--- config.mk ---
export PLATFORM = sky130hd
export DESIGN_NAME = branch_seq
export DESIGN_NICKNAME = d
export VERILOG_FILES = /design/src/rtl/branch_seq_pkg.sv /design/src/rtl/branch_seq_next.sv /design/src/rtl/branch_seq_reg.sv /design/src/rtl/branch_seq_decode.sv /design/src/rtl/branch_seq.sv
export SDC_FILE = /design/constraint.sdc
export NUM_CORES = 1
export LEC_CHECK = 0
export BUFFER_PORTS_ARGS = -buffer_cell sky130_fd_sc_hd__buf_4
export CORE_AREA = 4 4 41 43
export CTS_CLUSTER_DIAMETER = 40
export CTS_CLUSTER_SIZE = 16
export DETAILED_ROUTE_END_ITERATION = 16
export DIE_AREA = 0 0 45 47
export PLACE_DENSITY = 0.52
export SLEW_MARGIN = 20
export SYNTH_ARGS = -nofsm -noshare
export SYNTH_HDL_FRONTEND = slang
export SYNTH_SLANG_ARGS = --single-unit
--- constraint.sdc ---
create_clock -name clk -period 1.6 [get_ports clk]
set_clock_uncertainty 0.15 [all_clocks]
set_input_delay 0.16 -clock clk [delete_from_list [all_inputs] [get_ports clk]]
set_output_delay 0.16 -clock clk [all_outputs]
set_load 0.01 [all_outputs]
--- src/rtl/branch_seq_pkg.sv ---
package branch_seq_pkg;

   // Kind of transition taken out of the current state
   typedef enum logic {
      BR_TWO_WAY   = 1'b0,
      BR_EIGHT_WAY = 1'b1
   } br_kind_e;

   localparam int unsigned DEF_STATE_W = 4;
   localparam int unsigned DEF_SUB_W   = 2;
   localparam int unsigned DEF_N_OUT   = 8;

endpackage

--- src/rtl/branch_seq_next.sv ---
module branch_seq_next
   import branch_seq_pkg::*;
#(
   parameter int unsigned STATE_W  = 4,
   parameter int unsigned SUB_W    = 2,
   parameter int unsigned N_STATES = 1 << STATE_W,
   parameter logic [N_STATES*STATE_W-1:0] NS_A = '0,
   parameter logic [N_STATES*STATE_W-1:0] NS_B = '0,
   parameter logic [N_STATES-1:0]         MW_MASK = '0
) (
   input  logic [STATE_W-1:0] state_q,
   input  logic               arm_q,
   input  logic [SUB_W:0]     ctrl,
   output logic [STATE_W-1:0] next_state,
   output logic               next_arm
);

   localparam int unsigned HI_W = STATE_W - SUB_W;

   logic [STATE_W-1:0] tab_a [N_STATES];
   logic [STATE_W-1:0] tab_b [N_STATES];
   logic [STATE_W-1:0] pick;
   logic [HI_W-1:0]    quad;
   br_kind_e           kind;

   for (genvar i = 0; i < N_STATES; i++) begin : g_tab
      assign tab_a[i] = NS_A[i*STATE_W +: STATE_W];
      assign tab_b[i] = NS_B[i*STATE_W +: STATE_W];
   end

   assign pick = ctrl[0] ? tab_b[state_q] : tab_a[state_q];
   assign quad = pick[STATE_W-1:SUB_W];
   assign kind = arm_q ? BR_EIGHT_WAY : BR_TWO_WAY;

   always_comb begin
      case (kind)
         BR_EIGHT_WAY: next_state = {quad, ctrl[SUB_W:1]};
         default:      next_state = pick;
      endcase
   end

   // Activation bit is loaded together with the state it belongs to
   assign next_arm = MW_MASK[next_state];

endmodule

--- src/rtl/branch_seq_reg.sv ---
module branch_seq_reg #(
   parameter int unsigned STATE_W = 4
) (
   input  logic               clk,
   input  logic               rst,
   input  logic [STATE_W-1:0] next_state,
   input  logic               next_arm,
   output logic [STATE_W-1:0] state_q,
   output logic               arm_q
);

   always_ff @(posedge clk) begin
      if (rst) begin
         state_q <= '0;
         arm_q   <= 1'b0;
      end else begin
         state_q <= next_state;
         arm_q   <= next_arm;
      end
   end

endmodule

--- src/rtl/branch_seq_decode.sv ---
module branch_seq_decode #(
   parameter int unsigned STATE_W  = 4,
   parameter int unsigned N_STATES = 1 << STATE_W,
   parameter int unsigned N_OUT    = 8,
   parameter logic [N_OUT*N_STATES-1:0] DEC_MASK = '0
) (
   input  logic [STATE_W-1:0] state_q,
   output logic [N_OUT-1:0]   dec
);

   logic [N_STATES-1:0] onehot;

   assign onehot = {{(N_STATES-1){1'b0}}, 1'b1} << state_q;

   for (genvar k = 0; k < N_OUT; k++) begin : g_out
      assign dec[k] = |(onehot & DEC_MASK[k*N_STATES +: N_STATES]);
   end

endmodule

--- src/rtl/branch_seq.sv ---
module branch_seq
   import branch_seq_pkg::*;
#(
   parameter int unsigned STATE_W = DEF_STATE_W,
   parameter int unsigned SUB_W   = DEF_SUB_W,
   parameter int unsigned N_OUT   = DEF_N_OUT,
   parameter logic [(1<<STATE_W)*STATE_W-1:0] NS_A    = 64'h0FED_CBA9_8765_4321,
   parameter logic [(1<<STATE_W)*STATE_W-1:0] NS_B    = 64'hFEDC_BA98_7654_3210,
   parameter logic [(1<<STATE_W)-1:0]         MW_MASK = 16'h0100,
   parameter logic [N_OUT*(1<<STATE_W)-1:0]   DEC_MASK =
      128'hC000_3000_0C00_0300_00C0_0030_000C_0003
) (
   input  logic               clk,
   input  logic               rst,
   input  logic [SUB_W:0]     ctrl_i,
   output logic [STATE_W-1:0] state_o,
   output logic [N_OUT-1:0]   dec_o
);

   localparam int unsigned N_STATES = 1 << STATE_W;

   if (SUB_W < 1 || SUB_W >= STATE_W) begin : g_bad_sub
      $error("branch_seq: SUB_W must lie in 1..STATE_W-1");
   end
   if (N_OUT < 1) begin : g_bad_out
      $error("branch_seq: N_OUT must be at least 1");
   end

   logic [STATE_W-1:0] state_q;
   logic [STATE_W-1:0] next_state;
   logic               arm_q;
   logic               next_arm;

   branch_seq_next #(
      .STATE_W (STATE_W),
      .SUB_W   (SUB_W),
      .N_STATES(N_STATES),
      .NS_A    (NS_A),
      .NS_B    (NS_B),
      .MW_MASK (MW_MASK)
   ) i_next (
      .state_q   (state_q),
      .arm_q     (arm_q),
      .ctrl      (ctrl_i),
      .next_state(next_state),
      .next_arm  (next_arm)
   );

   branch_seq_reg #(
      .STATE_W(STATE_W)
   ) i_reg (
      .clk       (clk),
      .rst       (rst),
      .next_state(next_state),
      .next_arm  (next_arm),
      .state_q   (state_q),
      .arm_q     (arm_q)
   );

   branch_seq_decode #(
      .STATE_W (STATE_W),
      .N_STATES(N_STATES),
      .N_OUT   (N_OUT),
      .DEC_MASK(DEC_MASK)
   ) i_dec (
      .state_q(state_q),
      .dec    (dec_o)
   );

   assign state_o = state_q;

endmodule

### After elaboration in Yosys (flattened, before gate mapping)

Memory sizes are Yosys's and may differ from the RTL's. A register that Yosys moved wholly into a read port is not among the register bits.
Cells that the tools add are included.

* $lt $le $gt $ge: 1
* shift operators: 1
* mux-type cells: 7
* bitwise operators: 1
* reduce and logical (&&, ||, !) cells: 8

Operators by type and width (number)
* 2-to-1 mux 4 bit: 5
* OR reduction 2 bit: 8
* << shifter 1 x 4 -> 16 bit, first input constant: 1
* greater-or-equal comparator 5 bit, second input constant: 1
* inverter 4 -> 5 bit: 1
* 2-to-1 mux 2 bit: 1
* 2-to-1 mux 1 bit: 1

* register bits after elaboration: 4
* memory bits (read-only): 144
* bits of input ports: 5
* output and inout port bits: 12
* word-level logic and storage cells: 22
* memories kept: 3

Memories
* (name not given): words 16, width 4, read ports 1, clocked after Yosys merged registers in 0, write ports 0, RTL line branch_seq_next.sv:31 `assign pick = ctrl[0] ? tab_b[state_q] : tab_a[state_q];`
* (name not given): words 16, width 4, read ports 1, clocked after Yosys merged registers in 0, write ports 0, RTL line branch_seq_next.sv:31
* (name not given): words 16, width 1, read ports 1, clocked after Yosys merged registers in 1, write ports 0, RTL line branch_seq_next.sv:43 `assign next_arm = MW_MASK[next_state];`

### Depth between registers and ports, before layout

Gate-level depths: netlist of the first run.

* depth in word-level cells: 6
* depth in mapped cells: 6
* mapped depth without buffers: 6

### Hierarchy

Synthesis of the first run repeated with hierarchy kept, for this count alone.

* cell total of the unflattened synthesis: 44
* area, all modules: 375.4 µm²

Modules (own cells, without submodules)
* branch_seq_next: instances 1, cells an instance 26, area an instance 178.9 µm², sequential area each 0.0 µm²
* branch_seq_reg: instances 1, cells an instance 10, area an instance 131.4 µm², sequential area each 100.1 µm²
* branch_seq_decode: instances 1, cells an instance 8, area an instance 65.1 µm², sequential area each 0.0 µm²

### Least setup slack after synthesis of the first run

OpenSTA, ideal clock, no wires.

* path type: reg2reg
* start: reg i_reg.state_q[0]
* end: reg i_reg.arm_q
* arrival: 1303 ps
* slack: 58 ps
* stages on the path, launching flop included: 6
* path buffers: 0
* period minus slack after synthesis: 1542 ps
* cell sequence: dfxtp_1 > inv_1 > ha_1 > mux2i_1 > o21ai_2 > nor4bb_4

* word-level cells in the longest chain between the ends: 6
* elaborated cells between the ends (all ways): 9

Ends and longest elaborated chain
* start: declaration: RTL line branch_seq_reg.sv:8 `output logic [STATE_W-1:0] state_q,`
* start signal: assignment: RTL line branch_seq_reg.sv:17 `state_q <= next_state;`
* inverter 4 -> 5 bit (implied by the code) *: RTL line branch_seq_next.sv:31
* memory read (16 x 4 bit)
* 2-to-1 mux 4 bit (implied by the code) (2 in series): RTL line branch_seq_next.sv:31
* 2-to-1 mux 4 bit *: RTL line branch_seq_next.sv:31
* 2-to-1 mux 2 bit: RTL line branch_seq_next.sv:36 `case (kind)`
* end: declaration: RTL line branch_seq_reg.sv:9 `output logic arm_q`

Every way passes the cells marked *; elsewhere a longest branch is shown, timed or not. The select of a mux whose other input is x is not followed.
A chain may end at the register's enable or synchronous reset.

### Worst setup path in the final report of the first run

* start: reg i_reg.state_q[1]
* end: out dec_o[3]

* word-level cells in the longest chain between the ends: 2

Ends and longest elaborated chain
* << shifter 1 x 4 -> 16 bit: RTL line branch_seq_decode.sv:13 `assign onehot = {{(N_STATES-1){1'b0}}, 1'b1} << state_q;`
* OR reduction 2 bit: RTL line branch_seq_decode.sv:16 `assign dec[k] = |(onehot & DEC_MASK[k*N_STATES +: N_STATES]);`
* end: declaration: RTL line branch_seq.sv:17 `output logic [N_OUT-1:0] dec_o`

No other way between the ends.

==> impl_metrics.py, run 1 <==
metrics = {
    "outcome": {
        "status": "completed",
    },
    "clock_network": {
        "numCtsBuffers": 3,
        "cts_tree": "yes",
        "htree_levels": 1,
        "clk_pin_slew_ns": 0.04,
        "postCtsSetupRepairBufs": 0,
        "clockBufferDepth": 2,
        "worstSkewPairLatency_ns": 0.24,
        "clock_sink_count": 5,
        "clockRootBuffer": "clkbuf_4",
    },
    "grt": {
        "overflow": 0,
        "grt_pass1_wl_um": 1642,
        "grt_max_degree": 11,
        "antenna_found_initial": 0,
        "grt_pass1_vias": 380,
        "grt_use_total_pct": 11.07,
    },
    "power": {
        "ir_drop_mv": 0.3360,
        "finalPower_uw": 382.8,
        "p_leak_nw": 0.2757,
        "powerDensity_nw_per_um2": 624.3,
    },
    "setup_path": {
        "setup.worst_path.start": "i_reg.state_q[1]",
        "cp_data_arrival_time_ns": 1.22,
        "crit_fanout": 4,
        "reg2reg_to": "i_reg.arm_q",
        "crit_type": "reg -> out",
        "cp_slowest_cell": "dfxtp_2",
        "cpMostUsedCell": "buf_4",
        "r2r-start": "i_reg.state_q[0]",
        "worst-r2r-cell-count": 5,
        "worstSetupEndpoint": "dec_o[3]",
        "crit_path_end_kind": "output pin",
        "start_kind": "flop",
        "path_cells": "buf_4, ha_2, nor2_4, nor2_1, buf_4",
        "required_ns": 1.29,
        "r2r_slack_ns": 0.12,
        "max_stage_delay_ns": 0.33,
    },
    "placement": {
        "io_buffers": 16,
        "finalWeightedCongestion": 0.6680,
        "placed_cells": 78,
        "hpwl_um": 728.8,
        "dpl_worst_slack_ns": 0.07665,
    },
    "floorplan": {
        "rows": 13,
        "io_pins": 17,
        "die-width_um": 45,
        "die-area_um2": 2115,
        "start_util_pct": 29.23,
        "core_area_um2": 1301,
        "die_h_um": 47,
    },
    "final_layout": {
        "nNetsFinal": 79,
        "stdcell_count": 83,
        "diodes": 0,
        "multi_input_area_um2": 309.0,
        "syn2layout_area_growth_pct": 61.18,
        "fill_cells": 148,
        "regArea_um2": 106.4,
        "drive_gt1_share_pct": 55.88,
    },
    "synthesis": {
        "synth_common_cells": "nor2_1, dfxtp_1, ha_1",
        "syn-num-nets": 56,
        "ys_ff_latch": 5,
        "synth_top_area_cell": "dfxtp_1",
        "syn_inst": 46,
        "synth_area_um2": 380.4,
        "synth_cell_types": 18,
        "synth_top_area_share_pct": 26.32,
        "ys_warn_count": 0,
        "async_flop_share_pct": 0,
        "syn_area_per_cell_um2": 8.269,
        "synth-edff-count": 0,
        "synth.most_common_cell": "nor2_1",
        "synth_area_leaders": "dfxtp_1, ha_1, nor2_1",
        "synth_ff_type": "dfxtp_1",
        "synth-seq-area-share_pct": 26.32,
    },
    "detailed_routing": {
        "routed_via_density": 4.518,
        "wl_per_cell_um": 11.01,
        "vias": 375,
        "met1Wirelength_um": 384,
        "routed-wl-met2_um": 462,
        "drc_errors": 0,
        "top_layer": "met3",
        "wl_met3_um": 66,
        "totalWireLength_um": 914,
        "drtIter0Drc": 0,
        "first_pass_iters": 1,
        "antenna_left": 0,
    },
    "sta": {
        "worst_pin_slew_ns": 0.3130,
        "fmax_ghz": 0.6555,
        "fin_setup_tns_ns": 0,
        "rsz0062_at_grt": "true",
        "report.final.slew_viol_count": 0,
        "whs_ns": 0.05268,
        "finalWorstSetupSlack_ns": 0.07450,
        "finalCritPeriodShare_pct": 95.34,
        "slew_headroom_pct": 79.10,
        "fin_crit_ns": 1.526,
        "finalHoldViolCount": 0,
        "setup_violations": 0,
    },
    "worst_hold_path": {
        "hp-class": "in -> reg",
        "hp-start": "ctrl_i[1]",
    },
    "flow_run": {
        "drv_cap": 0,
    },
}
[where the power goes]
part | switching, mW | total, mW | internal (mW)
Combinational | 0.0503 | 0.105 | 0.0544
Sequential | 0.00638 | 0.137 | 0.130
Clock | 0.0474 | 0.141 | 0.0940
Total | 0.104 | 0.383 | 0.279
[cell type report]
cell class,count,share of cell area [%]
Multi-Input combinational cell,38,50.41
Timing Repair Buffer,19,23.67
Clock buffer,4,4.286
Sequential cell,5,17.35
Tap cell,15,3.061
Inverter,2,1.224
[flip-flops by register name, summed over array words and instances (netlist names)]
register and cells:
i_reg.state_q 4, i_reg.arm_q 1
[routing by layer]
metal  up-vias  global-route usage, %
met2        13                  17.80
met5         -                      0
li1        196                      -
met3         0                  2.299
met4         0                  8.772
met1       166                  12.76
[worst max-delay path: cells and delay by family, from the launching register on]
| kind | cells | cell delay, ns |
|---|---|---|
| simple gates | 2 | 0.18 |
| fa+ha+maj | 1 | 0.18 |
| buf+inv | 2 | 0.28 |
| flops | 1 | 0.33 |
[through the flow]
stage          instance area (µm²)  util [%]
2_1_floorplan                380.4         -
3_3_place_gp                 523.0     40.19
3_5_place_dp                 523.0     40.19
4_1_cts                      574.3     44.13
5_1_grt                      613.1     47.12
6_report                     613.1     47.12
[worst min-delay path by stage]
| stage | to | slack (ns) | depth (start not counted) |
|---|---|---|---|
| 2_1_floorplan | i_reg.state_q[0] | 0.08 | 1 |
| 3_3_place_gp | i_reg.state_q[2] | 0.21 | 2 |
| 3_5_place_dp | i_reg.state_q[1] | 0.21 | 2 |
| 4_1_cts | i_reg.state_q[0] | 0.05 | 3 |
| 5_1_grt | i_reg.state_q[0] | 0.07 | 3 |
| 6_report | i_reg.state_q[0] | 0.05 | 3 |
[repair_timing]
item | CTS | global route
endpoints found under the hold margin | 4 | 0
endpoints found under the setup margin | 8 | 9
hold buffers | 1 | 0
gates resized for setup | 6 | 11
pin swaps | 1 | 2
[placed cells by master (no fill, tap or decap)]
master         synthesis  routed
inv_2                  0       1
nor2b_2                0       1
nand3_1                1       1
inv_1                  2       1
ha_4                   0       1
nand2b_1               2       2
nor2_2                 1       2
nor2b_1                3       2
dfxtp_1                5       2
nand2_1                4       4
mux2i_1                1       1
dfxtp_2                0       2
nor2_1                10       7
buf_4                  0      18
nand4b_1               1       1
o21ai_2                2       2
clkbuf_4               0       3
a22oi_1                1       1
clkbuf_1               0       1
nor3_2                 0       2
dlygate4sd3_1          0       1
nand3b_1               2       2
ha_1                   5       2
a21oi_1                2       2
ha_2                   0       2
nor2_4                 0       2
nor4bb_4               1       1
dfxtp_4                0       1
[cells by family (layout without fill, tap and decap cells)]
logic type | after synthesis | after routing | share of synthesized area [%]
flops | 5 | 5 | 26.32
fa+ha+maj | 5 | 5 | 16.45
simple gates | 27 | 27 | 40.46
buf+inv | 3 | 25 | 4.935
mux | 1 | 1 | 2.632
compound gates | 5 | 5 | 9.212
(Power assumes the default switching activity.)
==> inputs of run 2 (changes only) <==
--- a/config.mk
+++ b/config.mk
@@ -12,6 +12,7 @@
 export DETAILED_ROUTE_END_ITERATION = 16
 export DIE_AREA = 0 0 45 47
 export PLACE_DENSITY = 0.52
+export SETUP_SLACK_MARGIN = 0.5
 export SLEW_MARGIN = 20
 export SYNTH_ARGS = -nofsm -noshare
 export SYNTH_HDL_FRONTEND = slang
==> run 2 against run 1 <==
Register-to-register slack worse by 0.03 ns. Sequential share of layout area fell by 1.9 points. Via count up 11%. Largest cell class unchanged. Power grew 6.5%. Cell area rose by 22%. Non-clock buffer count is 6 higher.
==> impl_metrics.py, run 2 (synthesized netlist as in run 1, its figures left out) <==
metrics = {
    "final_layout": {
        "drive_gt1_share_pct": 72.97,
        "mostFrequentLayoutCells": "buf_4, buf_6, nor2_2",
        "diodes": 0,
        "top_register": "i_reg.state_q",
        "syn2layout_area_growth_pct": 96.05,
        "top_regs": "i_reg.state_q (4), i_reg.arm_q (1)",
        "mostFrequentLayoutCell": "buf_4",
        "largest_reg_flops": 4,
        "nNetsFinal": 85,
        "design_area_um2": 745.7,
    },
    "setup_path": {
        "crit_fanout": 4,
        "crit_type": "reg -> out",
        "crit_path_end_kind": "output pin",
        "start_kind": "flop",
        "cp_data_arrival_time_ns": 1.21,
        "required_ns": 1.29,
    },
    "clock_network": {
        "clockBufferDepth": 2,
        "clock_sink_count": 5,
        "clk_pin_slew_ns": 0.04,
        "htree_levels": 1,
        "numCtsBuffers": 3,
        "clockRootBuffer": "clkbuf_4",
        "worstSkewPairLatency_ns": 0.24,
        "cts_tree": "yes",
    },
    "grt": {
        "grt_pass1_wl_um": 1897,
        "use_met1_pct": 14.32,
        "antenna_found_initial": 0,
        "grt_use_total_pct": 12.80,
        "grt_busiest_layer": "met2",
        "overflow": 0,
        "grt_pass1_vias": 440,
        "use_met3_pct": 3.831,
        "grtUsageMet2_pct": 20.90,
        "grt_max_degree": 7,
    },
    "floorplan": {
        "start_util_pct": 29.23,
        "core_area_um2": 1301,
        "rows": 13,
        "io_pins": 17,
        "die_h_um": 47,
        "die-width_um": 45,
        "die-area_um2": 2115,
    },
    "power": {
        "power.share.clock_pct": 35.5,
        "p_switching_uw": 119.2,
        "p_leak_nw": 0.3169,
        "swShare_pct": 29.23,
        "powerDensity_nw_per_um2": 546.8,
        "p_int_uw": 288.6,
        "combPwrFrac_pct": 31.0,
        "pwr-share-seq_pct": 33.5,
        "ir_drop_mv": 0.3071,
    },
    "outcome": {
        "status": "completed",
    },
    "sta": {
        "slew_headroom_pct": 88.55,
        "finalWorstSetupSlack_ns": 0.08372,
        "report.final.slew_viol_count": 0,
        "fmax_ghz": 0.6595,
        "rsz0062_at_grt": "true",
        "fin_setup_tns_ns": 0,
        "fin_crit_ns": 1.516,
        "finalCritPeriodShare_pct": 94.77,
        "worst_pin_slew_ns": 0.1669,
        "finalHoldViolCount": 0,
        "setup_violations": 0,
    },
    "detailed_routing": {
        "vias": 418,
        "drtIter0Drc": 8,
        "first_pass_iters": 3,
        "wl_per_cell_um": 11.25,
        "drc_errors": 0,
        "routed_via_density": 4.697,
        "antenna_left": 0,
        "totalWireLength_um": 1001,
    },
    "worst_hold_path": {
        "hp-class": "in -> reg",
    },
    "placement": {
        "hpwl_um": 724.2,
        "placed_cell_area_um2": 571.8,
        "dpl_worst_slack_ns": 0.1484,
        "finalWeightedCongestion": 0.6558,
        "io_buffers": 16,
    },
    "flow_run": {
        "drv_cap": 0,
    },
}
## run 2: critical path, cell delays in order (launching register included)
cell and delay (ns):
dfxtp_4 0.38, inv_4 0.05, ha_4 0.15, nor2_4 0.19, nor2_2 0.05, buf_4 0.14
## run 2: cell type report
type,count,area (µm²)
flip-flops and latches,5,115.1
repair buffers,25,212.7
inverters,2,12.51
fillers,126,555.5
well taps,15,18.77
multi-input cells,38,360.3
clock buffers,4,26.28
## run 2: worst paths after layout
path | cells past startpoint | slack (ns) | start | to
worst max-delay path | 5 | 0.08 | i_reg.state_q[1] | dec_o[4]
worst min register to register | 2 | 0.38 | i_reg.arm_q | i_reg.state_q[0]
worst min-delay path | 3 | 0.05 | ctrl_i[1] | i_reg.state_q[0]
worst max register to register | 6 | 0.09 | i_reg.state_q[0] | i_reg.arm_q
## run 2: power groups by stage
stage / sequential [mW] / combinational, mW / clock (mW)
6_report: 0.136 / 0.126 / 0.145
5_1_grt: 0.138 / 0.141 / 0.155
4_1_cts: 0.135 / 0.123 / 0.150
3_5_place_dp: 0.140 / 0.0958 / 0
3_3_place_gp: 0.140 / 0.0962 / 0
2_1_floorplan: 0.141 / 0.0594 / 0
## run 2: per-layer routing
| metal | vias up | wire length, µm |
|---|---|---|
| met4 | 0 | 9 |
| met5 | - | 0 |
| li1 | 212 | - |
| met3 | 2 | 72 |
| met1 | 190 | 390 |
| met2 | 14 | 529 |
## run 2: what timing repair did
action,4_1_cts,5_1_grt
hold endpoints to repair,4,0
pin swaps,7,5
hold buffers,1,0
gates resized for setup,17,6
buffers inserted,5,1
endpoints found under the setup margin,15,16
gates cloned,0,0
## run 2: through the flow
| stage | power, mW | hold slack, ns | cells | util (%) |
|---|---|---|---|---|
| after detailed placement | 0.2356 | 0.1965 | 78 | 43.94 |
| after floorplan | 0.1999 | 0.06936 | 46 | - |
| final | 0.4077 | 0.04984 | 89 | 57.31 |
| after CTS | 0.4085 | 0.04355 | 88 | 55.38 |
| after global routing | 0.4340 | 0.08315 | 89 | 57.31 |
| after global placement | 0.2364 | 0.2000 | 78 | 43.94 |
==> inputs of run 3 (changes only) <==
--- a/config.mk
+++ b/config.mk
@@ -11,6 +11,7 @@
 export CTS_CLUSTER_SIZE = 16
 export DETAILED_ROUTE_END_ITERATION = 16
 export DIE_AREA = 0 0 45 47
+export GPL_TIMING_DRIVEN = 0
 export PLACE_DENSITY = 0.52
 export SETUP_SLACK_MARGIN = 0.5
 export SLEW_MARGIN = 20
==> run 3 against run 2 <==
Global-route usage is 1.9 points lower. Final cell count is 3.4% lower. Highest routed layer unchanged. Non-clock buffer count is 3 lower. Core utilization is 2.5 points lower. First-iteration DRC count is 100% lower. Clock-buffer cell count stayed put. Critical path depth stayed put. Hold slack better by 0.031 ns. Worst setup slack worse by 0.0027 ns. Sequential cell count stayed put. Die area stayed put. Cell area is 4.4% lower.
==> impl_metrics.py, run 3 (synthesized netlist as in run 1, its figures left out) <==
metrics = {
    "final_layout": {
        "stdcell_count": 86,
        "design_area_um2": 713.2,
        "multi_input_area_um2": 369.1,
        "fill_cells": 135,
        "diodes": 0,
        "nNetsFinal": 82,
        "syn2layout_area_growth_pct": 87.50,
        "top_register": "i_reg.state_q",
        "mostFrequentLayoutCells": "buf_4, nor2_2",
        "drive_gt1_share_pct": 71.83,
        "top_regs": "i_reg.state_q (4), i_reg.arm_q (1)",
        "mostFrequentLayoutCell": "buf_4",
        "regArea_um2": 111.4,
        "largest_reg_flops": 4,
        "fin_util_pct": 54.81,
    },
    "sta": {
        "slew_headroom_pct": 86.60,
        "fmax_ghz": 0.6583,
        "finalHoldViolCount": 0,
        "report.final.slew_viol_count": 0,
        "worst_pin_slew_ns": 0.2004,
        "fin_setup_tns_ns": 0,
        "finalCritPeriodShare_pct": 94.94,
        "setup_violations": 0,
        "finalWorstSetupSlack_ns": 0.08100,
        "whs_ns": 0.08113,
        "fin_crit_ns": 1.519,
        "rsz0062_at_grt": "true",
    },
    "setup_path": {
        "r2r_slack_ns": 0.14,
        "setup.worst_path.start": "i_reg.state_q[0]",
        "worst-r2r-cell-count": 5,
        "start_kind": "flop",
        "crit_path_end_kind": "output pin",
        "reg2reg_to": "i_reg.arm_q",
        "crit_fanout": 5,
        "cp_data_arrival_time_ns": 1.21,
        "crit_type": "reg -> out",
        "worstSetupEndpoint": "dec_o[4]",
        "r2r-start": "i_reg.state_q[0]",
        "required_ns": 1.29,
    },
    "placement": {
        "io_buffers": 16,
        "dpl_worst_slack_ns": 0.1431,
        "hpwl_um": 699.9,
        "finalWeightedCongestion": 0.6740,
        "placed_cell_area_um2": 568.0,
        "placed_cells": 77,
    },
    "detailed_routing": {
        "first_pass_iters": 1,
        "wl_per_cell_um": 10.94,
        "drc_errors": 0,
        "totalWireLength_um": 941,
        "vias": 380,
        "drtIter0Drc": 0,
        "routed_via_density": 4.419,
        "antenna_left": 0,
    },
    "power": {
        "p_switching_uw": 117.4,
        "power.share.clock_pct": 34.6,
        "swShare_pct": 28.87,
        "pwr-share-seq_pct": 34.1,
        "combPwrFrac_pct": 31.3,
        "p_leak_nw": 0.3001,
        "powerDensity_nw_per_um2": 570.1,
        "finalPower_uw": 406.6,
        "ir_drop_mv": 0.4261,
        "p_int_uw": 289.2,
    },
    "floorplan": {
        "io_pins": 17,
        "die-width_um": 45,
        "start_util_pct": 29.23,
        "die-area_um2": 2115,
        "die_h_um": 47,
        "rows": 13,
        "core_area_um2": 1301,
    },
    "grt": {
        "antenna_found_initial": 0,
        "grt_use_total_pct": 10.91,
        "overflow": 0,
        "grt_pass1_vias": 371,
        "grt_max_degree": 10,
        "grt_pass1_wl_um": 1580,
    },
    "worst_hold_path": {
        "hp-class": "in -> reg",
        "worst_hold_path.num_cells": 3,
    },
    "flow_run": {
        "drv_cap": 0,
    },
    "clock_network": {
        "numCtsBuffers": 3,
        "clk_pin_slew_ns": 0.04,
        "cts_tree": "yes",
        "htree_levels": 1,
        "clockRootBuffer": "clkbuf_4",
        "clockBufferDepth": 2,
        "worstSkewPairLatency_ns": 0.24,
        "clock_sink_count": 5,
    },
    "outcome": {
        "status": "completed",
    },
}
==> run 3: cell types whose count changed in the layout (fill, tap and decap cells not counted), sizes merged <==
| cell | previous run | this run |
|---|---|---|
| buf | 24 | 21 |
==> run 3: per-layer routing <==
layer / routed length [µm] / track usage (%) / part of all wire (%) / vias up
met4: 12 / 12.28 / 1.3 / 0
met5: 0 / 0 / 0 / -
met1: 397 / 12.76 / 42 / 165
met3: 59 / 1.149 / 6.3 / 2
li1: - / - / - / 201
met2: 472 / 16.38 / 50 / 12
==> run 3: critical path, stage by stage, from the launching register on <==
cell and delay [ns]:
dfxtp_4 0.39, inv_4 0.06, ha_4 0.17, nor2_4 0.17, nor2_2 0.04, buf_4 0.14
==> run 3: repair_timing <==
item                                   in CTS  in global routing
endpoints found under the hold margin       4                  0
pin swaps                                   8                  4
hold buffers                                1                  0
setup endpoints to repair                  14                 16
gates resized for setup                    14                  4
buffers inserted                            2                  2
==> run 3: final cells by class <==
type / count / share of cell area, %
buffer: 1 / 1.579
clock buffer: 4 / 3.684
inverter: 2 / 1.754
multi-input combinational: 38 / 51.75
sequential: 5 / 15.61
tap: 15 / 2.632
timing repair buffer: 21 / 22.98
==> run 3: power groups by stage <==
stage               clock, mW  sequential (mW)  combinational [mW]
floorplan                   0            0.141              0.0594
global placement            0            0.140              0.0961
detailed placement          0            0.140              0.0969
CTS                     0.149            0.139               0.125
global route            0.156            0.140               0.138
finish                  0.141            0.139               0.127
==> run 3: worst min path at each step <==
stage | startpoint | to
3_5_place_dp | rst | i_reg.state_q[0]
6_report | ctrl_i[1] | i_reg.state_q[0]
4_1_cts | ctrl_i[1] | i_reg.state_q[0]
2_1_floorplan | rst | i_reg.state_q[0]
5_1_grt | ctrl_i[2] | i_reg.arm_q
3_3_place_gp | rst | i_reg.state_q[0]
